--- config.mk ---
export PLATFORM = sky130hd
export DESIGN_NAME = amo_unit
export DESIGN_NICKNAME = d
export VERILOG_FILES = /design/src/rtl/amo_pkg.sv /design/src/rtl/amo_decode.sv /design/src/rtl/amo_alu.sv /design/src/rtl/amo_unit.sv
export SDC_FILE = /design/constraint.sdc
export NUM_CORES = 1
export LEC_CHECK = 0
export BUFFER_PORTS_ARGS = -buffer_cell sky130_fd_sc_hd__buf_2
export CAP_MARGIN = 5
export CORE_MARGIN = 8
export CORE_UTILIZATION = 30
export CTS_CLUSTER_DIAMETER = 60
export DETAILED_ROUTE_END_ITERATION = 10
export MAX_ROUTING_LAYER = met4
export PLACE_DENSITY = 0.6
export SYNTH_ARGS = -nofsm -noshare
export SYNTH_HDL_FRONTEND = slang
export SYNTH_SLANG_ARGS = --single-unit
--- constraint.sdc ---
create_clock -name clk -period 10.4 [get_ports clk]
set_clock_uncertainty 0.15 [all_clocks]
set_input_delay 0.52 -clock clk [delete_from_list [all_inputs] [get_ports clk]]
set_output_delay 0.52 -clock clk [all_outputs]
set_load 0.05 [all_outputs]
--- src/rtl/amo_pkg.sv ---
package amo_pkg;
    localparam logic [1:0] SZ_BYTE = 2'b00;
    localparam logic [1:0] SZ_HALF = 2'b01;
    localparam logic [1:0] SZ_WORD = 2'b10;
    localparam logic [1:0] SZ_DWRD = 2'b11;

    typedef enum logic [2:0] {
        OP_ADD,
        OP_OR,
        OP_AND,
        OP_XOR,
        OP_XCHG,
        OP_CMPX
    } amo_op_e;

    typedef enum logic [2:0] {
        ST_IDLE,
        ST_READ,
        ST_CALC,
        ST_WRITE,
        ST_DONE
    } amo_state_e;
endpackage

--- src/rtl/amo_decode.sv ---
module amo_decode
    import amo_pkg::*;
#(
    parameter int IMM_W = 32
) (
    input  logic [1:0]       size,
    input  logic [IMM_W-1:0] imm,
    output amo_op_e          op,
    output logic             fetch,
    output logic             wide,
    output logic             legal
);
    localparam int CODE_W = 8;

    logic code_ok;
    logic upper_zero;
    logic size_ok;

    always_comb begin
        code_ok = 1'b1;
        op      = OP_ADD;
        case (imm[CODE_W-1:0])
            8'h00, 8'h01: op = OP_ADD;
            8'h40, 8'h41: op = OP_OR;
            8'h50, 8'h51: op = OP_AND;
            8'hA0, 8'hA1: op = OP_XOR;
            8'hE1:        op = OP_XCHG;
            8'hF1:        op = OP_CMPX;
            default:      code_ok = 1'b0;
        endcase
        upper_zero = (imm[IMM_W-1:CODE_W] == '0);
        size_ok    = (size == SZ_WORD) || (size == SZ_DWRD);
        fetch      = imm[0];
        wide       = (size == SZ_DWRD);
        legal      = code_ok && upper_zero && size_ok;
    end
endmodule

--- src/rtl/amo_alu.sv ---
module amo_alu
    import amo_pkg::*;
#(
    parameter int DATA_W = 64
) (
    input  amo_op_e           op,
    input  logic              wide,
    input  logic [DATA_W-1:0] old_val,
    input  logic [DATA_W-1:0] src_val,
    input  logic [DATA_W-1:0] cmp_val,
    output logic [DATA_W-1:0] new_val,
    output logic              do_write
);
    localparam int HALF_W = DATA_W / 2;

    logic [DATA_W-1:0] opa;
    logic [DATA_W-1:0] opb;
    logic [DATA_W-1:0] res;
    logic              equal;

    always_comb begin
        opa = wide ? old_val : {{HALF_W{1'b0}}, old_val[HALF_W-1:0]};
        opb = wide ? src_val : {{HALF_W{1'b0}}, src_val[HALF_W-1:0]};
        case (op)
            OP_ADD:  res = opa + opb;
            OP_OR:   res = opa | opb;
            OP_AND:  res = opa & opb;
            OP_XOR:  res = opa ^ opb;
            default: res = opb;
        endcase
        new_val  = wide ? res : {{HALF_W{1'b0}}, res[HALF_W-1:0]};
        equal    = wide ? (old_val == cmp_val)
                        : (old_val[HALF_W-1:0] == cmp_val[HALF_W-1:0]);
        do_write = (op != OP_CMPX) || equal;
    end
endmodule

--- src/rtl/amo_unit.sv ---
module amo_unit
    import amo_pkg::*;
#(
    parameter int DATA_W = 64,
    parameter int OFF_W  = 16,
    parameter int IMM_W  = 32
) (
    input  logic              clk,
    input  logic              rst_n,
    input  logic              start,
    input  logic [1:0]        size,
    input  logic [IMM_W-1:0]  imm,
    input  logic [DATA_W-1:0] dst_val,
    input  logic [OFF_W-1:0]  offset,
    input  logic [DATA_W-1:0] src_val,
    input  logic [DATA_W-1:0] r0_val,
    output logic              mem_lock,
    output logic              mem_req,
    output logic              mem_we,
    output logic              mem_wide,
    output logic [DATA_W-1:0] mem_addr,
    output logic [DATA_W-1:0] mem_wdata,
    input  logic [DATA_W-1:0] mem_rdata,
    output logic              done,
    output logic              illegal,
    output logic              src_wen,
    output logic [DATA_W-1:0] src_new,
    output logic              r0_wen,
    output logic [DATA_W-1:0] r0_new
);
    localparam int HALF_W = DATA_W / 2;
    localparam int EXT_W  = DATA_W - OFF_W;

    typedef struct packed {
        amo_state_e        state;
        logic [DATA_W-1:0] addr;
        logic [DATA_W-1:0] src;
        logic [DATA_W-1:0] r0;
        logic [DATA_W-1:0] ret;
        logic [DATA_W-1:0] wdata;
        amo_op_e           op;
        logic              fetch;
        logic              wide;
        logic              ill;
    } amo_regs_t;

    amo_regs_t r_d, r_q;

    amo_op_e           dec_op;
    logic              dec_fetch;
    logic              dec_wide;
    logic              dec_legal;
    logic [DATA_W-1:0] old_val;
    logic [DATA_W-1:0] alu_new;
    logic              alu_write;

    amo_decode #(.IMM_W(IMM_W)) u_dec (
        .size  (size),
        .imm   (imm),
        .op    (dec_op),
        .fetch (dec_fetch),
        .wide  (dec_wide),
        .legal (dec_legal)
    );

    assign old_val = r_q.wide ? mem_rdata : {{HALF_W{1'b0}}, mem_rdata[HALF_W-1:0]};

    amo_alu #(.DATA_W(DATA_W)) u_alu (
        .op       (r_q.op),
        .wide     (r_q.wide),
        .old_val  (old_val),
        .src_val  (r_q.src),
        .cmp_val  (r_q.r0),
        .new_val  (alu_new),
        .do_write (alu_write)
    );

    always_comb begin
        r_d = r_q;
        case (r_q.state)
            ST_IDLE: begin
                if (start) begin
                    r_d.addr  = dst_val + {{EXT_W{offset[OFF_W-1]}}, offset};
                    r_d.src   = src_val;
                    r_d.r0    = r0_val;
                    r_d.op    = dec_op;
                    r_d.fetch = dec_fetch;
                    r_d.wide  = dec_wide;
                    r_d.ill   = !dec_legal;
                    r_d.state = dec_legal ? ST_READ : ST_DONE;
                end
            end
            ST_READ: r_d.state = ST_CALC;
            ST_CALC: begin
                r_d.ret   = old_val;
                r_d.wdata = alu_new;
                r_d.state = alu_write ? ST_WRITE : ST_DONE;
            end
            ST_WRITE: r_d.state = ST_DONE;
            default:  r_d.state = ST_IDLE;
        endcase
    end

    always_ff @(posedge clk) begin
        if (!rst_n) begin
            r_q       <= '0;
            r_q.state <= ST_IDLE;
        end else begin
            r_q <= r_d;
        end
    end

    assign mem_req   = (r_q.state == ST_READ) || (r_q.state == ST_WRITE);
    assign mem_we    = (r_q.state == ST_WRITE);
    assign mem_lock  = (r_q.state == ST_READ) || (r_q.state == ST_CALC) ||
                       (r_q.state == ST_WRITE);
    assign mem_wide  = r_q.wide;
    assign mem_addr  = r_q.addr;
    assign mem_wdata = r_q.wdata;
    assign done      = (r_q.state == ST_DONE);
    assign illegal   = done && r_q.ill;
    assign src_wen   = done && !r_q.ill && r_q.fetch && (r_q.op != OP_CMPX);
    assign r0_wen    = done && !r_q.ill && (r_q.op == OP_CMPX);
    assign src_new   = r_q.ret;
    assign r0_new    = r_q.ret;

    AST_REQ_UNDER_LOCK: assert property (@(posedge clk) disable iff (!rst_n)
        mem_req |-> mem_lock);

    AST_WRITE_AFTER_LOCK: assert property (@(posedge clk) disable iff (!rst_n)
        (mem_req && mem_we) |-> $past(mem_lock));

    AST_DONE_PULSE: assert property (@(posedge clk) disable iff (!rst_n)
        done |=> !done);

    AST_ADDR_HELD: assert property (@(posedge clk) disable iff (!rst_n)
        (mem_lock && $past(mem_lock)) |-> $stable(mem_addr));

    AST_ILLEGAL_NO_ACCESS: assert property (@(posedge clk) disable iff (!rst_n)
        illegal |-> (!$past(mem_req) && !src_wen && !r0_wen));

    AST_ONE_WRITE_ENABLE: assert property (@(posedge clk) disable iff (!rst_n)
        !(src_wen && r0_wen));
endmodule

Word-level counts from Yosys, hierarchy flattened:

Index checks and enable logic that the tools add are counted.

* bits in registers: 329
* output and inout bits: 264
* logic and storage cells: 73

* add/subtract/negate cells: 2
* equality and inequality tests: 23
* multiplexer cells: 12
* bitwise logic cells: 3
* reduce and logical (&&, ||, !) cells: 23

Operator list (number)
* 64-bit 2-to-1 mux: 4
* 64-bit case mux with 4 select lines: 1
* 195-bit 2-to-1 mux: 1
* 64-bit adder: 2
* 64-bit bitwise AND: 1
* 64-bit == test: 1
* 64-bit bitwise OR: 1
* 64-bit XOR: 1
* 32-bit == test: 1
* 8-bit by 7-bit == test with 1-bit output, second input constant: 4
* 8-bit == test, second input constant: 4
* 24-bit logical NOT: 1
* 3-bit case mux with 5 select lines: 1
* 3-bit by 2-bit == test with 1-bit output, second input constant: 4
* 3-bit case mux with 4 select lines: 1
* 10-bit OR reduction: 1
* 8-bit by 1-bit == test with 1-bit output, second input constant: 1
* 8-bit logical NOT: 1
* 1-bit logical AND: 7
* 3-bit by 1-bit == test with 1-bit output, second input constant: 2
* 3-bit == test, second input constant: 2
* 3-bit logical NOT: 2
* 3-bit 2-to-1 mux: 2
* 2-bit OR reduction: 3
* other kinds (7): 14

Logic depth before layout (Yosys ltp):

* word-level depth: 8
* depth in mapped cells: 18
* gate-level depth less buffers: 14

Modules after synthesis:

Synthesis repeated with hierarchy kept, for this count alone.

* cells, all modules: 3612
* area total of the unflattened synthesis: 26658.1 sq um

By module, submodules not included
* amo_unit: times used 1, cells an instance 2265, area an instance 17919.7 sq um, sequential area each 6586.3 sq um
* amo_alu: times used 1, cells an instance 1319, area an instance 8557.0 sq um, sequential area each 0.0 sq um
* amo_decode: times used 1, cells an instance 28, area an instance 181.4 sq um, sequential area each 0.0 sq um

Worst setup path after synthesis:

No wires, ideal clock.

* kind: flip-flop to flip-flop
* from: register r_q, in the netlist mem_wide
* to: register r_q, in the netlist mem_wdata[61]
* setup time: 0.128 ns
* arrival: 4.116 ns
* data required time: 10.122 ns
* setup slack: 6.006 ns
* cell stages (with the launch flop): 18
* buffers on the path: 4
* cell sequence: dfxtp_1 clkbuf_1 clkbuf_1 clkbuf_1 clkbuf_1 nand2_1 ha_1 inv_1 nor3_1 nand2_1 or4_1 nand2b_1 o31ai_1 a31o_2 a21oi_1 xnor2_1 a221oi_1 nor2_1

* cells in the longest elaborated chain, start to end: 5

RTL lines
* start, declared: RTL line amo_unit.sv:47 `amo_regs_t r_d, r_q;`
* start signal, assigned: RTL line amo_unit.sv:109 `r_q <= r_d;`
* 64-bit 2-to-1 mux: RTL line amo_unit.sv:66 `assign old_val = r_q.wide ? mem_rdata : {{HALF_W{1'b0}}, mem_rdata[HALF_W-1:0]};`
* 64-bit 2-to-1 mux: RTL line amo_alu.sv:22 `opa = wide ? old_val : {{HALF_W{1'b0}}, old_val[HALF_W-1:0]};`
* 64-bit adder (tied with other cells): RTL line amo_alu.sv:25 `OP_ADD: res = opa + opb;`
* 64-bit case mux with 4 select lines: RTL line amo_alu.sv:24 `case (op)`
* 64-bit 2-to-1 mux *: RTL line amo_alu.sv:31 `new_val = wide ? res : {{HALF_W{1'b0}}, res[HALF_W-1:0]};`

Every way passes the cells marked *; elsewhere a longest branch is shown, timed or not.
A chain may end at the register's enable or synchronous reset.

Worst setup path in the final report:

* from: register r_q, in the netlist mem_wide
* to: register r_q, in the netlist mem_wdata[49]

The elaborated chain is that of the path after synthesis.

==> results_dict.tcl <==
set metrics [dict create \
    synth_edf_count 0 \
    slew_headroom_pct 31.8 \
    cp_slowest_stage_delay_ns 0.77 \
    grt_max_degree 137 \
    async_flop_share_pct 0 \
    yosysSeqAreaShare_pct 26.0 \
    rsz0062_at_grt "no" \
    syn_area_mm2 0.0253 \
    p_int_w 0.00276 \
    path_cells "buf_4 > nand2_1 > ha_1 > nand4_1 > a2111oi_0 > nor2b_1 > a21oi_1 > o41ai_1 > xnor2_1 > a221oi_1 > nor2_1" \
    ys_ff_latch 329 \
    dr.pass1.iters 5 \
    layout-drive-gt1-share_pct 19.5 \
    clock_sinks 329 \
    pwr-share-seq_pct 33.6 \
    ys.flop_type "dfxtp_1" \
    drt_iter0_markers 1868 \
    syn2layout_area_growth_pct 18.4 \
    start_util_pct 30.3 \
    critPathBufInv 1 \
    combPwrFrac_pct 21.7 \
    htree_levels 2 \
    min_path_type "input port to flip-flop" \
    drv_cap 0 \
    drc_errors 0 \
    die_area_mm2 0.0939 \
    slowest_stage "a2111oi_0" \
    fin_tns_setup_ns 0 \
    p_clk_share_pct 44.7 \
    design_area_mm2 0.0300 \
    drv_slew 0 \
    period_needed_ns 4.53 \
    finalSetupViolations 0 \
    power_density_mw_per_mm2 135 \
    cp-start-kind "flip-flop" \
    numPortBuffers 572 \
    placed_area_mm2 0.0271 \
    path_class "flip-flop to flip-flop" \
    wl_um 101000 \
    nNetsFinal 4250 \
    n_fill_cell 8973 \
    fmax_ghz 0.221 \
    die_w_um 306 \
    max-vdd-ir-drop_v 0.000112 \
    synth_area_leader_cell "dfxtp_1" \
    crit_family "compound AO/OA/AOI/OAI gates" \
    numCtsBuffers 49 \
    period_share_pct 43.6 \
    vias 24900 \
    grt-ovfl-total 0 \
    rows 106 \
    track_usage_pct 21.0 \
    synth_most_common_cell "nand2_1" \
    postRouteAntennaNets 0 \
    critPathArrivalTime_ns 4.84 \
    dpl.hpwl_um 77200 \
    critPathCaptureType "flip-flop" \
    clk_latency_ns 0.60 \
    postCtsSetupRepairBufs 0 \
    coreArea_mm2 0.0836 \
    tightest_slew_ns 1.02 \
    die_height_um 306 \
    synth_top_area_share_pct 26.0 \
    grt_pass1_vias 24600 \
    avgSynthCellArea_um2 7.33 \
    cp_max_fo 49 \
    syn_inst 3454 \
    cp.required_ns 10.71 \
    cts_tree "yes" \
    wl_per_cell_um 20.7 \
    leakagePower_nw 13.3 \
    synth_area_leaders "dfxtp_1 (26%), nand2_1 (10%), ha_1 (9.4%)" \
    synth.net_count 3955 \
    grt_pass1_wl_um 152000 \
    ys_warn_count 0 \
    root_buffer "clkbuf_16" \
    holdWs_ns 0.0342 \
    status "finished, final reports clean" \
    p_switching_w 0.00129 \
    finalHoldViolations 0 \
    antenna_found_initial 13 \
    clockBufferDepth 3 \
    clkTransAtPathRegs_ns 0.06 \
    place_congestion 0.923 \
    via_per_inst 5.11 \
    switching_share_pct 31.9 \
    ys_types 85 \
    io_pins 573 \
    power_w 0.00405 \
    synth_common_cells "nand2_1 (680), a21oi_1 (426), dfxtp_1 (329)" \
]
[worst reg2reg max path, stage by stage, from the launching register on]
cell and delay (ns):
dfxtp_2 0.72, buf_4 0.56, nand2_1 0.23, ha_1 0.46
nand4_1 0.16, a2111oi_0 0.77, nor2b_1 0.22, a21oi_1 0.17
o41ai_1 0.47, xnor2_1 0.15, a221oi_1 0.29, nor2_1 0.07
[path summary, 6_finish.rpt]
kind	depth (start not counted)	to	startpoint	slack (ns)
hold reg to reg	2	mem_addr[3]	mem_addr[3]	0.30
hold / removal	3	r_q[219]	src_val[21]	0.03
setup reg to reg	11	mem_wdata[49]	mem_wide	5.87
setup / recovery	11	mem_wdata[49]	mem_wide	5.87
[area by class of cell]
| cell class | instances | area (µm²) | share of cell area [%] |
|---|---|---|---|
| antenna | 12 | 30.0 | 0.100 |
| clock buffer | 60 | 1350 | 4.51 |
| sequential | 329 | 6600 | 22.0 |
| inverter | 216 | 818 | 2.73 |
| tap | 1080 | 1350 | 4.51 |
| timing repair buffer | 704 | 4150 | 13.9 |
| multi-input combinational | 2449 | 15200 | 50.9 |
| clock inverter | 31 | 422 | 1.41 |
[metal layers]
metal | GRT usage [%] | vias to the layer above | wire (µm)
li1 | - | 12200 | -
met3 | 3.93 | 134 | 6080
met5 | - | - | 0
met1 | 26.5 | 11800 | 44700
met2 | 34.7 | 791 | 48000
met4 | 5.23 | 0 | 2440
[registers in the layout, summed over array words and instances (netlist names)]
register	flops
r0_new	64
mem_addr	64
mem_wide	1
r_q	136
mem_wdata	64
[cell usage in the layout, fill, tap and decap left out, types with 27 or more instances in the layout]
master and n:
o21ai_0 158, nor2_1 160, dlygate4sd3_1 110, a22oi_1 38, nor3_1 38, inv_1 215, dfxtp_1 325, a21o_1 51
buf_2 572, o21bai_1 27, ha_1 190, xnor2_1 127, nand3_1 50, nand2_1 680, xor2_1 41, nand4_1 49
a21oi_1 426, mux2i_1 50, clkbuf_16 51
[repair_timing]
action	in CTS	in global routing
resized for setup	0	0
hold buffers	110	0
hold endpoints to repair	110	0
[stage by stage]
step | util, % | instances | worst slack [ns]
2_1_floorplan | - | 3454 | 6.01
3_3_place_gp | 32.4 | 4668 | 5.98
3_5_place_dp | 32.4 | 4668 | 5.82
4_1_cts | 35.8 | 4869 | 5.83
5_1_grt | 35.9 | 4879 | 5.59
6_report | 35.9 | 4881 | 5.87
[power by group through the flow]
stage | registers (W) | logic, W | clock network, W
2_1_floorplan | 0.00137 | 0.000611 | 0
3_3_place_gp | 0.00139 | 0.000839 | 0
3_5_place_dp | 0.00139 | 0.000839 | 0
4_1_cts | 0.00136 | 0.000879 | 0.00186
5_1_grt | 0.00137 | 0.000958 | 0.00191
6_report | 0.00136 | 0.000878 | 0.00181
[cell families after synthesis]
group	share of synthesized area (%)
and+or+nand+nor	18.8
AOI/OAI and AO/OA	22.1
buffers and inverters	13.9
DFF	26.0
adders and majority gates	9.55
xor gates and xnor gates	5.81
muxes	3.86
No activity file was read; power rests on OpenSTA's default activity.
